===== config.mk =====
export PLATFORM = sky130hd
export DESIGN_NAME = glitch_margin_gen
export DESIGN_NICKNAME = d
export VERILOG_FILES = /design/src/rtl/gm_pkg.sv /design/src/rtl/gm_phase_gen.sv /design/src/rtl/gm_cycle_sched.sv /design/src/rtl/gm_level_fsm.sv /design/src/rtl/glitch_margin_gen.sv
export SDC_FILE = /design/constraint.sdc
export NUM_CORES = 1
export LEC_CHECK = 0
export ABC_AREA = 1
export CAP_MARGIN = 20
export CORE_AREA = 2 2 76 64
export CTS_BUF_LIST = sky130_fd_sc_hd__clkbuf_8
export CTS_CLUSTER_DIAMETER = 80
export DETAILED_ROUTE_END_ITERATION = 10
export DIE_AREA = 0 0 78 66
export PLACE_DENSITY = 0.71
export REMOVE_ABC_BUFFERS = 1
export SYNTH_ARGS = -nofsm -noshare
export SYNTH_HDL_FRONTEND = slang
export SYNTH_SLANG_ARGS = --single-unit

===== constraint.sdc =====
create_clock -name clk_ref -period 2.8 [get_ports clk_ref]
set_clock_uncertainty 0.15 [all_clocks]
set_input_delay 0.42 -clock clk_ref [delete_from_list [all_inputs] [get_ports clk_ref]]
set_output_delay 0.42 -clock clk_ref [all_outputs]
set_load 0.01 [all_outputs]

===== src/rtl/gm_pkg.sv =====
package gm_pkg;
    typedef enum logic [1:0] {
        ST_IDLE = 2'd0,
        ST_RUN  = 2'd1,
        ST_HIT  = 2'd2,
        ST_DONE = 2'd3
    } gm_state_t;
endpackage


===== src/rtl/gm_phase_gen.sv =====
// Tick counter producing the output clock; lengths are latched per cycle.
module gm_phase_gen #(
    parameter int HALF_TICKS = 10,
    parameter int CW         = 6
) (
    input  logic          clk_ref,
    input  logic          rst_n,
    input  logic [CW-1:0] nxt_hi,
    input  logic [CW-1:0] nxt_lo,
    output logic          gclk,
    output logic          cyc_end
);
    logic          phase_q;
    logic [CW-1:0] tcnt_q;
    logic [CW-1:0] hi_q;
    logic [CW-1:0] lo_q;
    logic          hi_end;

    assign hi_end  = phase_q && (tcnt_q == hi_q - CW'(1));
    assign cyc_end = !phase_q && (tcnt_q == lo_q - CW'(1));
    assign gclk    = phase_q;

    always_ff @(posedge clk_ref) begin
        if (!rst_n) begin
            phase_q <= 1'b1;
            tcnt_q  <= '0;
            hi_q    <= CW'(HALF_TICKS);
            lo_q    <= CW'(HALF_TICKS);
        end else if (cyc_end) begin
            phase_q <= 1'b1;
            tcnt_q  <= '0;
            hi_q    <= nxt_hi;
            lo_q    <= nxt_lo;
        end else if (hi_end) begin
            phase_q <= 1'b0;
            tcnt_q  <= '0;
        end else begin
            tcnt_q  <= tcnt_q + CW'(1);
        end
    end
endmodule


===== src/rtl/gm_cycle_sched.sv =====
// Counts output cycles and marks every GLITCH_EVERY-th one for alteration.
module gm_cycle_sched #(
    parameter int GLITCH_EVERY = 1000
) (
    input  logic clk_ref,
    input  logic rst_n,
    input  logic restart,
    input  logic cyc_end,
    input  logic run_next,
    output logic alt_next,
    output logic cur_alt
);
    localparam int NW = $clog2(GLITCH_EVERY);

    logic [NW-1:0] cyc_q;
    logic [NW-1:0] cyc_inc;

    assign cyc_inc  = (cyc_q == NW'(GLITCH_EVERY - 1)) ? '0 : cyc_q + NW'(1);
    assign alt_next = run_next && !restart && (cyc_inc == NW'(GLITCH_EVERY - 1));

    always_ff @(posedge clk_ref) begin
        if (!rst_n) begin
            cyc_q   <= '0;
            cur_alt <= 1'b0;
        end else begin
            if (restart)      cyc_q <= '0;
            else if (cyc_end) cyc_q <= cyc_inc;
            if (cyc_end)      cur_alt <= alt_next;
        end
    end
endmodule


===== src/rtl/gm_level_fsm.sv =====
// Run controller: launch / trip / advance / exhaust.
module gm_level_fsm
    import gm_pkg::*;
#(
    parameter int MAX_LEVEL        = 5,
    parameter int EVENTS_PER_LEVEL = 4,
    parameter int LW               = 3
) (
    input  logic          clk_ref,
    input  logic          rst_n,
    input  logic          start,
    input  logic          anomaly,
    input  logic          alt_done,
    output gm_state_t     state_nx,
    output logic          restart,
    output logic [LW-1:0] level,
    output logic          hit,
    output logic          done
);
    localparam int EW = $clog2(EVENTS_PER_LEVEL) + 1;

    gm_state_t     state_q;
    logic [EW-1:0] ev_q;
    logic          last_ev;
    logic          top_lvl;

    assign last_ev = (ev_q == EW'(EVENTS_PER_LEVEL - 1));
    assign top_lvl = (level == LW'(MAX_LEVEL));
    assign restart = start && (state_q != ST_RUN);

    always_comb begin
        state_nx = state_q;
        unique case (state_q)
            ST_IDLE, ST_HIT, ST_DONE: if (start) state_nx = ST_RUN;
            ST_RUN: begin
                if (anomaly)                              state_nx = ST_HIT;
                else if (alt_done && last_ev && top_lvl)  state_nx = ST_DONE;
            end
            default: state_nx = ST_IDLE;
        endcase
    end

    always_ff @(posedge clk_ref) begin
        if (!rst_n) state_q <= ST_IDLE;
        else        state_q <= state_nx;
    end

    always_ff @(posedge clk_ref) begin
        if (!rst_n) begin
            level <= '0;
            ev_q  <= '0;
        end else if (restart) begin
            level <= LW'(1);
            ev_q  <= '0;
        end else if (state_q == ST_RUN && !anomaly && alt_done) begin
            if (last_ev) begin
                ev_q <= '0;
                if (!top_lvl) level <= level + LW'(1);
            end else begin
                ev_q <= ev_q + EW'(1);
            end
        end
    end

    always_comb begin
        hit  = 1'b0;
        done = 1'b0;
        unique case (state_q)
            ST_HIT:  hit  = 1'b1;
            ST_DONE: done = 1'b1;
            default: ;
        endcase
    end
endmodule


===== src/rtl/glitch_margin_gen.sv =====
module glitch_margin_gen
    import gm_pkg::*;
#(
    parameter int HALF_TICKS       = 10,
    parameter int STEP_TICKS       = 2,
    parameter int MAX_LEVEL        = 5,
    parameter int GLITCH_EVERY     = 1000,
    parameter int EVENTS_PER_LEVEL = 4,
    localparam int LW = $clog2(MAX_LEVEL + 1)
) (
    input  logic          clk_ref,
    input  logic          rst_n,
    input  logic          start,
    input  logic          anomaly,
    input  logic          stretch_mode,
    output logic          gclk,
    output logic [LW-1:0] level,
    output logic          hit,
    output logic          done
);
    localparam int CW = $clog2(HALF_TICKS + STEP_TICKS * MAX_LEVEL + 1) + 1;

    gm_state_t     state_nx;
    logic          restart;
    logic          cyc_end;
    logic          alt_next;
    logic          cur_alt;
    logic [CW-1:0] delta;
    logic [CW-1:0] lo_cut;
    logic [CW-1:0] nxt_hi;
    logic [CW-1:0] nxt_lo;

    assign delta  = CW'(STEP_TICKS) * CW'(level);
    assign lo_cut = (delta > CW'(HALF_TICKS - 1)) ? CW'(HALF_TICKS - 1) : delta;

    always_comb begin
        nxt_hi = CW'(HALF_TICKS);
        nxt_lo = CW'(HALF_TICKS);
        if (alt_next) begin
            if (stretch_mode) begin
                nxt_lo = CW'(HALF_TICKS) + delta;
            end else begin
                nxt_lo = CW'(HALF_TICKS) - lo_cut;
                nxt_hi = CW'(HALF_TICKS) - (delta - lo_cut);
            end
        end
    end

    gm_level_fsm #(
        .MAX_LEVEL(MAX_LEVEL), .EVENTS_PER_LEVEL(EVENTS_PER_LEVEL), .LW(LW)
    ) u_fsm (
        .clk_ref(clk_ref), .rst_n(rst_n), .start(start), .anomaly(anomaly),
        .alt_done(cyc_end && cur_alt), .state_nx(state_nx), .restart(restart),
        .level(level), .hit(hit), .done(done)
    );

    gm_cycle_sched #(.GLITCH_EVERY(GLITCH_EVERY)) u_sched (
        .clk_ref(clk_ref), .rst_n(rst_n), .restart(restart), .cyc_end(cyc_end),
        .run_next(state_nx == ST_RUN), .alt_next(alt_next), .cur_alt(cur_alt)
    );

    gm_phase_gen #(.HALF_TICKS(HALF_TICKS), .CW(CW)) u_phase (
        .clk_ref(clk_ref), .rst_n(rst_n), .nxt_hi(nxt_hi), .nxt_lo(nxt_lo),
        .gclk(gclk), .cyc_end(cyc_end)
    );
endmodule


==> results.toml, run 1 <==
[clock_tree]
clock_sinks = 37
clk_path_buf_depth = 2
cts_buffers = 5
ctsHoldBuffers = 0
insertion_delay_ps = 290
root_buffer = "clkbuf_8"
post_cts_resized = 0
cts_max_level = 2
cts_tree = "built"
path_clk_slew_ps = 70
postCtsSetupBuffers = 0

[cells_and_area]
syn2layout_area_growth_pct = 10.88
fillers = 427
design_area_sq_um = 2576
insertedDiodeCount = 0
drive_above_1_share_pct = 11.29
layout.nets = 376

[critical_path]
cp-start-kind = "flip-flop"
cp.depth = 15
critical_path.cell_chain = "inv_1 > ha_1 > inv_1 > nand2_1 > nand3_1 > nor2_1 > nand2_2 > nor2_4 > nand2_4 > inv_2 > nand2_4 > nor2_8 > nand3b_2 > nand2_1 > inv_1"
reg2reg_setup_slack_ps = 450
arrival_ps = 2390
cpMaxStageDelayCell = "dfxtp_1"
cpMostUsedCell = "inv_1"
crit_path_start = "u_phase.lo_q[0]"
critPathTopFamily = "simple AND/OR/NAND/NOR gates"
worst_ep_required_time_ps = 2840
r2r_start = "u_phase.lo_q[0]"
worstSetupEndpointType = "flip-flop"
cpPeakStageDelay_ps = 390
crit_buf_inv = 4
reg2reg_to = "u_phase.hi_q[3]"
rr_worst_depth = 15
cp_max_fo = 13
crit_type = "reg -> reg"

[worst_hold_path]
hold_end = "u_fsm.ev_q[2]"
holdCritPathClass = "reg -> reg"
holdPathStages = 2
hold_path.startpoint = "u_fsm.ev_q[2]"

[yosys]
synth_warnings = 0
synth_ff_type = "dfxtp_1"
synth_adder_area_share_pct = 4.308
async_reset_ff_share_pct = 0
synth_xor_area_share_pct = 6.677
synthSimpleGateAreaFrac_pct = 38.18
avgSynthCellArea_sq_um = 6.677
synth_compound_area_share_pct = 8.724
synth_edf_count = 0
netlist_area_sq_um = 2323
synth_top_family_by_area = "simple AND/OR/NAND/NOR gates"
syn-instance-count = 348
synth-seq-cells = 37
synth.mux.area_fraction_pct = 0
ys_seq_area_share_pct = 31.88
yosysUniqueCellTypes = 32

[detailed_routing]
drt_pass1_iterations = 4
drc = 0
vias_per_cell = 4.976
wl_mm = 4.820
drtAntennaViolNets = 0
wire_per_inst_microns = 11.39
routed-via-count = 2105
drt_iter0_markers = 155

[sta]
fin_crit_sh_pct = 83.81
relSlewSlack_pct = 75.72
post-route-min-period_ps = 2347
fin_setup_tns_ps = 0
finalSetupViolations = 0
drv_slew = 0
fmax_mhz = 426.1
hold_viol = 0
rsz0062_at_grt = "no"
worst-slew-pin-transition_ps = 363.7
setup_ws_ps = 453.2

[die]
initial_utilization_pct = 52.76
dieArea_sq_um = 5148
coreArea_sq_um = 4404
io_pins = 11
die_h_microns = 66
die_x_microns = 78
rows = 22

[pwr]
ir_drop_mv = 0.2433
p_comb_share_pct = 7.9
powerDensity_nw_per_um2 = 386.2
p_seq_share_pct = 54.7
netSwitchingFraction_pct = 24.07
intPower_mw = 0.7555
power.leakage_nw = 1.189
power_frac_clock_pct = 37.5
p_switching_mw = 0.2395

[outcome]
status = "finished clean"

[placement]
place_ws_ps = 468.0
routabilityCongestion = 0.8810
port_buffers = 10
dp_hpwl_mm = 3.738
placed_cell_area_sq_um = 2490

[global_routing]
grt_pass1_vias = 1895
grt_usage_pct = 21.02
antenna_found_initial = 0
grt_max_degree = 14
grt_pass1_wl_mm = 8.556
overflow = 0

[job]
cap_violations = 0
[flip-flops by register name (all words and copies together) (netlist names)]
name / cells
u_sched.cur_alt: 1
u_fsm.ev_q: 3
u_fsm.level: 3
u_phase.lo_q: 6
u_fsm.state_q: 2
u_sched.cyc_q: 10
u_phase.gclk: 1
u_phase.hi_q: 5
u_phase.tcnt_q: 6
[worst reg2reg max path, stage by stage (launching register included)]
cell and delay [ps]:
dfxtp_1 390, inv_1 120, ha_1 310, inv_1 40
nand2_1 50, nand3_1 60, nor2_1 120, nand2_2 80
nor2_4 160, nand2_4 130, inv_2 210, nand2_4 100
nor2_8 160, nand3b_2 90, nand2_1 70, inv_1 30
[metal layers]
layer  vias up  GRT usage (%)  wire [microns]
li1       1113              -               -
met1       958          29.13            2534
met2        27          32.87            2080
met3         7          4.098             137
met4         0          7.237              68
met5         -              0               0
[cells by family (layout without fill, tap and decap cells)]
| group | Yosys count | after routing |
|---|---|---|
| fa+ha+maj | 8 | 8 |
| buf+inv | 62 | 77 |
| xor+xnor | 16 | 16 |
| flops | 37 | 37 |
| simple gates | 189 | 189 |
| compound gates | 36 | 36 |
[cells in the final DEF (no fill, tap or decap), types with 8 or more instances in the layout]
cell type | netlist | routed
a21oi_1 | 15 | 15
clkdlybuf4s50_1 | 0 | 10
dfxtp_1 | 37 | 37
ha_1 | 8 | 8
inv_1 | 52 | 53
nand2_1 | 96 | 96
nand3_1 | 23 | 23
nor2_1 | 39 | 39
o21ai_0 | 13 | 13
[layout make-up]
class                      count  area, sq um  share of cell area (%)
multi-input combinational    249         1345                   52.21
sequential                    37        740.7                   28.75
inverter                      59        221.5                   8.596
timing repair buffer          11        107.6                   4.177
clock buffer                   6        82.58                   3.205
tap                           60        75.07                   2.914
clock inverter                 1        3.754                  0.1457
[power by group through the flow]
stage,logic [mW],registers [mW],clock network [mW]
global placement,0.0768,0.556,0
finish,0.0782,0.544,0.373
global route,0.0886,0.545,0.403
CTS,0.0781,0.544,0.384
floorplan,0.0504,0.554,0
detailed placement,0.0778,0.556,0
[how the worst max path moves through the flow]
stage | end | slack, ps
detailed placement | u_phase.hi_q[3] | 470
global placement | u_phase.hi_q[3] | 560
floorplan | u_phase.hi_q[3] | 690
finish | u_phase.hi_q[3] | 450
global route | u_phase.lo_q[1] | 260
CTS | u_phase.hi_q[3] | 450
[per-stage QoR]
step | power (mW) | hold WS (ps) | utilization, % | instances
floorplan | 0.6042 | 271.0 | - | 345
global placement | 0.6326 | 281.8 | 56.53 | 416
detailed placement | 0.6336 | 283.5 | 56.53 | 416
CTS | 1.006 | 295.2 | 58.49 | 423
global route | 1.036 | 326.6 | 58.49 | 423
finish | 0.9950 | 293.2 | 58.49 | 423
[cells in the mapped netlist (2+ instances only)]
master / n / area share [%]
nand2_1: 96 / 16
inv_1: 52 / 8.4
nor2_1: 39 / 6.3
dfxtp_1: 37 / 32
nand3_1: 23 / 5.0
a21oi_1: 15 / 3.2
o21ai_0: 13 / 2.8
ha_1: 8 / 4.3
inv_2: 7 / 1.1
xnor2_1: 7 / 2.6
xor2_1: 7 / 2.6
nand2_2: 6 / 1.6
nand4_1: 5 / 1.3
nor2_2: 4 / 1.1
o21ai_1: 4 / 0.86
nand2_4: 3 / 1.5
nand3_2: 3 / 1.3
nor2_4: 3 / 1.5
nor3_1: 2 / 0.43
o22ai_2: 2 / 1.1
No activity file was read; power rests on OpenSTA's default activity.
==> run 2, diff against run 1 <==
Settings changed: PLACE_DENSITY 0.71 to 0.73.
Clock period 2.8 ns to 2.05 ns, I/O delays scaled along.
==> results.toml, run 2 (synthesized netlist as in run 1, its figures left out) <==
[critical_path]
cp-start-kind = "flip-flop"
worstSetupEndpointType = "flip-flop"
worst_ep_required_time_ps = 2100
crit_type = "reg -> reg"
crit_buf_inv = 4
cpMaxStageDelayCell = "dfxtp_2"
cpPeakStageDelay_ps = 350
critical_path.cell_chain = "inv_2 > ha_4 > inv_1 > nand2_1 > nand3_1 > nor2_2 > nand2_2 > nor2_4 > nand2_4 > inv_2 > nand2_4 > nor2_8 > nand3b_4 > nand2_2 > inv_1"
critPathTopFamily = "simple AND/OR/NAND/NOR gates"
arrival_ps = 1990
cp_max_fo = 5

[pwr]
powerDensity_nw_per_um2 = 531.1
power.leakage_nw = 1.320
ir_drop_mv = 0.3664

[cells_and_area]
final-instance-count-excl-fill = 442
syn2layout_area_growth_pct = 21.76
final_common_cell = "nand2_1"
insertedDiodeCount = 0
drive_above_1_share_pct = 19.63
regMostFlops = "u_sched.cyc_q"
largest_reg_flops = 10
mostFrequentLayoutCells = "93 x nand2_1, 51 x inv_1, 36 x nor2_1"
largestRegisters = "u_sched.cyc_q: 10 flops, u_phase.lo_q: 6 flops, u_phase.tcnt_q: 6 flops"
layout.nets = 394

[sta]
hold_viol = 0
fin_crit_sh_pct = 94.66
whs_ps = 295.1
relSlewSlack_pct = 74.54
worst-slew-pin-transition_ps = 377.9
fmax_mhz = 515.3
post-route-min-period_ps = 1940
drv_slew = 0
finalSetupViolations = 0

[clock_tree]
path_clk_slew_ps = 80
ctsHoldBuffers = 0
cts_buffers = 5
root_buffer = "clkbuf_8"
insertion_delay_ps = 290
clock_sinks = 37
cts_max_level = 2
clk_path_buf_depth = 2
cts_tree = "built"

[placement]
port_buffers = 10
dp_cells = 430
routabilityCongestion = 0.9316
dp_hpwl_mm = 3.870

[global_routing]
grt_max_degree = 13
antenna_found_initial = 0
grt_usage_pct = 20.91
overflow = 0
grt_pass1_vias = 1936
grt_pass1_wl_mm = 8.466

[detailed_routing]
wire_per_inst_microns = 11.51
drc = 0
wl_mm = 5.088
drtAntennaViolNets = 0
drt_pass1_iterations = 5
vias_per_cell = 4.819
drt_iter0_markers = 93
routed-via-count = 2130

[worst_hold_path]
holdCritPathClass = "reg -> reg"

[outcome]
status = "finished clean"

[die]
initial_utilization_pct = 52.76
rows = 22
io_pins = 11
die_x_microns = 78
die_h_microns = 66
dieArea_sq_um = 5148
coreArea_sq_um = 4404

[job]
cap_violations = 0
[run 2: repair_timing]
| item | CTS | global route |
|---|---|---|
| setup endpoints to repair | 0 | 29 |
| gates resized for setup | 0 | 24 |
| setup buffers | 0 | 4 |
[run 2: layer usage]
layer  part of all wire, %  global-route usage, %
met1                    52                  28.95
met2                    43                  31.79
met3                   3.2                  4.098
met4                   1.7                  8.991
met5                     0                      0
[run 2: final timing paths]
path                        start               to  slack [ps]  depth (start not counted)
hold / removal    u_phase.hi_q[5]  u_phase.hi_q[5]         300                          2
setup / recovery  u_phase.lo_q[0]  u_phase.hi_q[3]         110                         15
setup reg to reg  u_phase.lo_q[0]  u_phase.hi_q[3]         110                         15
hold reg to reg   u_phase.hi_q[5]  u_phase.hi_q[5]         300                          2
[run 2: cell type report]
cell class	count	area [sq um]
clock buffers	5	68.82
clock inverters	3	42.54
fillers	404	1575
inverters	59	226.5
flip-flops and latches	37	745.7
well taps	60	75.07
multi-input cells	249	1411
repair buffers	29	259.0
[run 2: through the flow]
| step | total power, mW | setup TNS [ps] | util [%] | setup slack (ps) | cell area (sq um) |
|---|---|---|---|---|---|
| final | 1.502 | 0 | 64.23 | 109.5 | 2829 |
| after global routing | 1.562 | -28.66 | 64.23 | -13.87 | 2829 |
| after CTS | 1.516 | 0 | 61.73 | 39.51 | 2719 |
| after detailed placement | 0.8793 | 0 | 59.20 | 29.06 | 2608 |
| after global placement | 0.8760 | 0 | 59.20 | 52.74 | 2608 |
| after floorplan | 0.8253 | -181.6 | - | -62.43 | 2307 |
[run 2: worst min-delay path: stages, from the launching register on]
cell     delay (ps)
dfxtp_1         320
inv_1            50
nor2_1           40
[run 2: power by group]
group          internal, mW  total [mW]  switching [mW]
clock                 0.360       0.637           0.277
sequential            0.729       0.740          0.0109
combinational        0.0524       0.126          0.0731
==> run 3, diff against run 2 <==
Settings changed: TNS_END_PERCENT from default to 5.
==> results of run 3 <==
The final DEF is identical to that of run 2; final timing and power are the same.
